**src/rtl/zdcPkg.sv**
```systemverilog
`timescale 1ns/1ps
package zdcPkg;
  typedef struct packed {
    logic startPulse;
    logic setIrq;
  } zdcStrobe_t;

  typedef enum logic {
    ST_IDLE  = 1'b0,
    ST_DRIVE = 1'b1
  } zdcState_t;
endpackage

```
**src/rtl/zdcDatapath.sv**
```systemverilog
`timescale 1ns/1ps
module zdcDatapath
  import zdcPkg::*;
#(
  parameter int THRESH_W = 3,
  parameter int PERIOD_W = 8
) (
  input  logic                clk,
  input  logic                rstN,
  input  logic                bitValid,
  input  logic                bitData,
  input  logic                zeroDisEnIn,
  input  logic                capDisEnIn,
  input  logic                capDisReq,
  input  logic                irqEnIn,
  input  logic [THRESH_W-1:0] threshIn,
  input  logic [PERIOD_W-1:0] periodIn,
  input  logic                irqClear,
  input  zdcStrobe_t          strobe,
  output logic                zeroHit,
  output logic                zeroDisEnQ,
  output logic                irqEnQ,
  output logic                capHit,
  output logic                timerLast,
  output logic                idleIrq
);
  localparam int CNT_W = $clog2((1 << THRESH_W) + 1);

  logic                capDisEnQ;
  logic [THRESH_W-1:0] threshQ;
  logic [PERIOD_W-1:0] periodQ;
  logic [CNT_W-1:0]    zeroCnt;
  logic [CNT_W-1:0]    target;
  logic [PERIOD_W-1:0] timer;
  logic [PERIOD_W-1:0] loadLen;

  // configuration shadow, defaults on reset
  always_ff @(posedge clk or negedge rstN) begin
    if (!rstN) begin
      zeroDisEnQ <= 1'b0;
      capDisEnQ  <= 1'b0;
      irqEnQ     <= 1'b0;
      threshQ    <= '0;
      periodQ    <= '0;
    end else begin
      zeroDisEnQ <= zeroDisEnIn;
      capDisEnQ  <= capDisEnIn;
      irqEnQ     <= irqEnIn;
      threshQ    <= threshIn;
      periodQ    <= periodIn;
    end
  end

  assign target  = CNT_W'(threshQ) + CNT_W'(1);
  assign zeroHit = bitValid && !bitData && (zeroCnt == target - CNT_W'(1));
  assign capHit  = capDisReq && capDisEnQ;

  always_ff @(posedge clk or negedge rstN) begin
    if (!rstN) begin
      zeroCnt <= '0;
    end else if (bitValid) begin
      if (bitData)
        zeroCnt <= '0;
      else if (zeroCnt < target)
        zeroCnt <= zeroCnt + CNT_W'(1);
    end
  end

  assign loadLen   = (periodQ == '0) ? PERIOD_W'(1) : periodQ;
  assign timerLast = (timer == PERIOD_W'(1));

  always_ff @(posedge clk or negedge rstN) begin
    if (!rstN)
      timer <= '0;
    else if (strobe.startPulse)
      timer <= loadLen;
    else if (timer != '0)
      timer <= timer - PERIOD_W'(1);
  end

  always_ff @(posedge clk or negedge rstN) begin
    if (!rstN)
      idleIrq <= 1'b0;
    else if (strobe.setIrq)
      idleIrq <= 1'b1;
    else if (irqClear)
      idleIrq <= 1'b0;
  end
endmodule

```
**src/rtl/zdcControl.sv**
```systemverilog
`timescale 1ns/1ps
module zdcControl
  import zdcPkg::*;
(
  input  logic       clk,
  input  logic       rstN,
  input  logic       zeroHit,
  input  logic       zeroDisEnQ,
  input  logic       irqEnQ,
  input  logic       capHit,
  input  logic       timerLast,
  output zdcStrobe_t strobe,
  output logic       dischargePin
);
  zdcState_t state, stateNext;
  logic busy;

  assign busy = (state == ST_DRIVE);

  always_comb begin
    strobe.startPulse = !busy && ((zeroHit && zeroDisEnQ) || capHit);
    strobe.setIrq     = zeroHit && irqEnQ;
  end

  always_comb begin
    stateNext = state;
    unique case (state)
      ST_IDLE:  if (strobe.startPulse) stateNext = ST_DRIVE;
      ST_DRIVE: if (timerLast)         stateNext = ST_IDLE;
      default:  stateNext = ST_IDLE;
    endcase
  end

  always_ff @(posedge clk or negedge rstN) begin
    if (!rstN) state <= ST_IDLE;
    else       state <= stateNext;
  end

  assign dischargePin = busy;
endmodule

```
**src/rtl/zeroDischargeCtrl.sv**
```systemverilog
`timescale 1ns/1ps
module zeroDischargeCtrl
  import zdcPkg::*;
#(
  parameter int THRESH_W = 3,
  parameter int PERIOD_W = 8
) (
  input  logic                clk,
  input  logic                rstN,
  input  logic                bitValid,
  input  logic                bitData,
  input  logic                zeroDisEn,
  input  logic                capDisEn,
  input  logic                capDisReq,
  input  logic                irqEn,
  input  logic [THRESH_W-1:0] zeroThresh,
  input  logic [PERIOD_W-1:0] disPeriod,
  input  logic                irqClear,
  output logic                dischargePin,
  output logic                idleIrq
);
  zdcStrobe_t strobe;
  logic zeroHit, zeroDisEnQ, irqEnQ, capHit, timerLast;

  zdcDatapath #(.THRESH_W(THRESH_W), .PERIOD_W(PERIOD_W)) u_dp (
    .clk(clk), .rstN(rstN), .bitValid(bitValid), .bitData(bitData),
    .zeroDisEnIn(zeroDisEn), .capDisEnIn(capDisEn), .capDisReq(capDisReq),
    .irqEnIn(irqEn), .threshIn(zeroThresh), .periodIn(disPeriod),
    .irqClear(irqClear), .strobe(strobe), .zeroHit(zeroHit),
    .zeroDisEnQ(zeroDisEnQ), .irqEnQ(irqEnQ), .capHit(capHit),
    .timerLast(timerLast), .idleIrq(idleIrq)
  );

  zdcControl u_ctl (
    .clk(clk), .rstN(rstN), .zeroHit(zeroHit), .zeroDisEnQ(zeroDisEnQ),
    .irqEnQ(irqEnQ), .capHit(capHit), .timerLast(timerLast),
    .strobe(strobe), .dischargePin(dischargePin)
  );
endmodule

```
**config.mk**
```make
export PLATFORM = sky130hd
export DESIGN_NAME = zeroDischargeCtrl
export DESIGN_NICKNAME = d
export VERILOG_FILES = /design/src/rtl/zdcPkg.sv /design/src/rtl/zdcDatapath.sv /design/src/rtl/zdcControl.sv /design/src/rtl/zeroDischargeCtrl.sv
export SDC_FILE = /design/constraint.sdc
export NUM_CORES = 1
export LEC_CHECK = 0
export BUFFER_PORTS_ARGS = -buffer_cell sky130_fd_sc_hd__buf_2
export CAP_MARGIN = 15
export CORE_UTILIZATION = 30
export DETAILED_ROUTE_END_ITERATION = 6
export PLACE_DENSITY_LB_ADDON = 0.05
export SKIP_LAST_GASP = 1
export SYNTH_ARGS = -nofsm -noshare
export SYNTH_HDL_FRONTEND = slang
export SYNTH_SLANG_ARGS = --single-unit
export TNS_END_PERCENT = 5
```
**constraint.sdc**
```tcl
create_clock -name clk -period 3.3 [get_ports clk]
set_input_delay 0.66 -clock clk [delete_from_list [all_inputs] [get_ports clk]]
set_output_delay 0.66 -clock clk [all_outputs]
set_load 0.005 [all_outputs]
```
Yosys cells after proc, flatten, opt, wreduce, memory -nomap -nowiden
Index checks and enable logic that the tools add are counted.
Word-level totals
  bits in registers: 28
  input bits: 20
  word-level logic and storage cells: 42
Cells by class
  $add $sub $neg: 4
  $lt $le $gt $ge: 1
  equal/unequal tests: 2
  multiplexer cells: 10
  bitwise logic cells: 1
  reduce and logical (&&, ||, !) cells: 15
Operators with widths (number)
  $mux W8: 3
  $eq A8 B1 Y1 const B: 1
  $logic_not A8 Y1: 1
  $mux W4: 2
  $reduce_bool A8 Y1: 1
  $sub A8 B1 Y8 const B: 1
  $logic_and A1 B1 Y1: 6
  $reduce_bool A2 Y1: 3
  $add A3 B1 Y4 const B: 1
  $add A4 B1 Y4 const B: 1
  $eq A4 B4 Y1: 1
  $lt A4 B4 Y1: 1
  $mux W1: 4
  $sub A4 B1 Y4 const B: 1
  $logic_not A1 Y1: 2
  $pmux W1 S2: 1
  $reduce_and A2 Y1: 1
  $logic_or A1 B1 Y1: 1
  $not A1 Y1: 1

Longest topological paths before layout
  word-level depth: 9
  mapped depth: 8
  mapped depth without buffers: 8

Cells and area by module
From an unflattened synthesis, not the netlist that was laid out.
Unflattened totals
  cell total of the unflattened synthesis: 128
  area, all modules: 1395.1 um^2
Modules (own cells, without submodules)
  zdcDatapath: instances 1, cells each 123, area each 1340.0 um^2
  zdcControl: instances 1, cells each 5, area each 55.1 um^2

Worst setup path before layout
OpenSTA, ideal clock, no wires.
  path type: reg-to-reg
  start point: reg u_dp.threshQ[0]
  end point: reg u_dp.zeroCnt[1]
  library setup time: 0.069 ns
  arrival time: 2.304 ns
  data required time: 3.231 ns
  slack: 0.927 ns
  cell stages (with the launch flop): 9
  buffers on the path: 0
  period minus slack after synthesis: 2.373 ns
  cell sequence: dfrtp_1 ha_1 inv_1 ha_1 nor2b_1 o21a_1 o21a_1 or4b_2 nand3_1
Between the ends
  cells in the longest elaborated chain, start to end: 4
RTL lines
  start: declaration: RTL line zdcDatapath.sv:30  | logic [THRESH_W-1:0] threshQ;
  start signal: assignment: RTL line zdcDatapath.sv:49  | threshQ <= threshIn;
  $add A3 B1 Y4: RTL line zdcDatapath.sv:54  | assign target = CNT_W'(threshQ) + CNT_W'(1);
  $lt A4 B4 Y1: RTL line zdcDatapath.sv:64  | else if (zeroCnt < target)
  $reduce_bool A2 Y1 (no source line)
  $reduce_and A2 Y1 (no source line)
  end signal: assignment: RTL line zdcDatapath.sv:65  | zeroCnt <= zeroCnt + CNT_W'(1);
  end: declaration: RTL line zdcDatapath.sv:32  | logic [CNT_W-1:0] zeroCnt;
No other way between the ends.
A chain may end at the register's enable or synchronous reset.

Worst setup path in the final report
Ends and elaborated chain as after synthesis.

==> reports/summary.txt <==
Outcome -> finished, final reports clean
Reg2reg start -> u_dp.threshQ[0]$_DFF_PN0_
Fin crit share -> 77.2%
Worst-path cell chain -> ha_1 -> inv_1 -> ha_1 -> nor2b_1 -> o21a_1 -> o21a_1 -> or4b_2 -> nand3_1
Vert. Die Dim -> 71.6 um
Fin. max-slew vios -> 0
Worst Tran Pin Value -> 0.627 ns
Leak -> 0.000760 uW
R2r setup slk -> 0.75 ns
Syn avg cell area -> 10.8 sq um
Synth cell types -> 33
Area grow syn2layout -> 16.4%
VDD IR max -> 0.278 mV
Leading area contributor after synthesis -> dfrtp_1
Top-area cell type share of the netlist area -> 48.2%
Clock Skew -> 0.00131 ns
Vias in the first global route -> 1,056
Crit path largest cell delay -> 0.66 ns
Final Hold Viols -> 0
I/O pin total -> 22
Root Buffer -> clkbuf_8
Avg WL per Cell -> 13.1 um
Global route total overflow -> 0
Worst hold path class -> in -> async
First-pass DRT Iterations -> 4
Critical Path AT -> 2.77 ns
GPL Wtd Cong -> 0.697
Count leader, synth -> dfrtp_1
Chip width -> 71.6 um
Seq/Total Area, Yosys -> 48.2%
Worst-case reg-to-reg path depth -> 8
Syn_nets -> 164
Post-Place Worst Slack -> 0.776 ns
# nets final -> 189
Initial Util -> 32.2%
Fin area -> 1690 sq um
Worst-Skew Late Latency -> 0.27 ns
Clk buf depth -> 2
Num CTS Buffers -> 3
Setup CP Type -> reg -> reg
Cts repair resizes -> 0
DPL Wire Length -> 2070 um
Vias per cell -> 4.91
Clock slew at reported path FFs -> 0.09 ns
Initial antenna violation count -> 0
Worst setup SP type -> flop
H-tree lvl count -> 1
Core ar. -> 4500 sq um
Final total power -> 1160 uW
Ys flop type -> dfrtp_1
DP Area -> 1620 sq um
Post-CTS Setup Bufs -> 0
Setup violators final -> 0
Max stage delay cell, worst path -> or4b_2
Die area -> 5120 sq um
Antenna cells -> 0
CP max FO -> 8
Commonest cells in the netlist -> dfrtp_1 (28), nand2_1 (10), ha_1 (9), nor2_1 (9)
Port Buffers -> 21
Max-cap violations -> 0
Layout cell share with drive strength beyond 1 -> 24.5%
Synth area leaders -> dfrtp_1 (48%), ha_1 (7.8%), mux2_2 (6.2%)
Final WL -> 2760 um
Worst setup margin -> 0.752 ns
Std-Cell Rows -> 24
Number of flops mapped to enable cells by yosys -> 0
R2R Path End -> u_dp.zeroCnt[1]$_DFFE_PN0P_
Antenna Violating Nets Remaining -> 0
# clock sinks -> 28
Maximum achievable frequency -> 392 MHz
Ys async rst share -> 100%
CTS tree -> yes
Yosys warnings -> 0
Number of buffers and inverters on the critical path -> 1
Worst Setup End Kind -> flop
Post-synthesis cell area -> 1450 sq um
# fillers -> 465
Slew headroom -> 58.2%
Final Critical Period -> 2.55 ns
Hold-fix buffers, CTS -> 0
Via count -> 1,036
Power per cell area -> 684 nW/um^2
Setup TNS -> 0 ns
Drt initial violations -> 49
Register bit total from synthesis -> 28
Largest net degree at the start of global routing -> 29
Non-Filler Instances -> 211
Syn Inst Count -> 135
RSZ-0062 raised after global routing -> false
Crit-path leading delay family -> simple AND/OR/NAND/NOR gates
Total track usage -> 12.3%
Post-Place Cells -> 207
First-pass GRT wire length -> 4850 um
Critical path required time -> 3.52 ns
DRC viols -> 0
layer usage:
metal	track usage [%]	vias up	part of all wire, %
met4	3.27	0	1.0
met2	18.7	26	43
li1	-	522	-
met3	3.94	4	5.8
met1	16.9	484	50
met5	0	-	0
registers in the layout, summed over array words and instances, names as in the netlist:
name                cells
u_dp.periodQ            8
u_dp.timer              8
u_dp.zeroCnt            4
u_dp.threshQ            3
u_ctl.dischargePin      1
u_dp.capDisEnQ          1
u_dp.idleIrq            1
u_dp.irqEnQ             1
u_dp.zeroDisEnQ         1
power breakdown:
part,total (uW),switching [uW],internal [uW]
Sequential,507,83.8,423
Combinational,380,181,199
Clock,270,107,162
worst max-delay path by stage:
stage / startpoint / endpoint / slack (ns) / depth (start not counted)
6_report: u_dp.threshQ[0]$_DFF_PN0_ / u_dp.zeroCnt[1]$_DFFE_PN0P_ / 0.75 / 8
5_1_grt: u_dp.threshQ[0]$_DFF_PN0_ / u_dp.zeroCnt[1]$_DFFE_PN0P_ / 0.61 / 8
4_1_cts: u_dp.threshQ[0]$_DFF_PN0_ / u_dp.zeroCnt[1]$_DFFE_PN0P_ / 0.75 / 8
3_5_place_dp: u_dp.threshQ[0]$_DFF_PN0_ / u_dp.zeroCnt[1]$_DFFE_PN0P_ / 0.78 / 8
3_3_place_gp: u_dp.threshQ[0]$_DFF_PN0_ / u_dp.zeroCnt[1]$_DFFE_PN0P_ / 0.85 / 8
2_1_floorplan: u_dp.threshQ[0]$_DFF_PN0_ / u_dp.zeroCnt[1]$_DFFE_PN0P_ / 0.93 / 8
placed cells by master, fill, tap and decap left out, types with 3 or more instances in the layout:
cell	n
ha_1	9
mux2_2	8
nor2_1	9
o21ai_0	7
nor2b_1	3
or3_1	3
inv_1	8
nor3_1	6
nand2_1	10
nand3_1	7
xnor2_1	7
clkbuf_8	3
dfrtp_1	28
a21oi_1	5
buf_2	21
nand2b_1	3
per-stage QoR:
stage | hold slack (ns) | util [%]
finish | 0.390 | 37.5
global route | 0.426 | 37.5
CTS | 0.413 | 37.5
detailed placement | 0.504 | 35.9
global placement | 0.504 | 35.9
floorplan | 0.364 | -
logic make-up (layout without fill, tap and decap cells):
group / after synthesis / count (layout) / synth area share (%)
and+or+nand+nor: 50 / 50 / 18.4
xor gates and xnor gates: 9 / 9 / 5.43
AOI/OAI and AO/OA: 21 / 21 / 10.9
DFF: 28 / 28 / 48.2
muxes: 9 / 9 / 6.89
buffers and inverters: 9 / 33 / 2.33
adders and majority gates: 9 / 9 / 7.75
cell type report:
| type | instances | area [sq um] | area share (%) |
|---|---|---|---|
| multi-input cells | 98 | 718 | 42.5 |
| clock buffers | 3 | 41.3 | 2.44 |
| clock inverters | 1 | 30.0 | 1.78 |
| well taps | 52 | 65.1 | 3.85 |
| flip-flops and latches | 28 | 701 | 41.5 |
| repair buffers | 21 | 105 | 6.22 |
| inverters | 8 | 30.0 | 1.78 |
(Power assumes the default switching activity.)
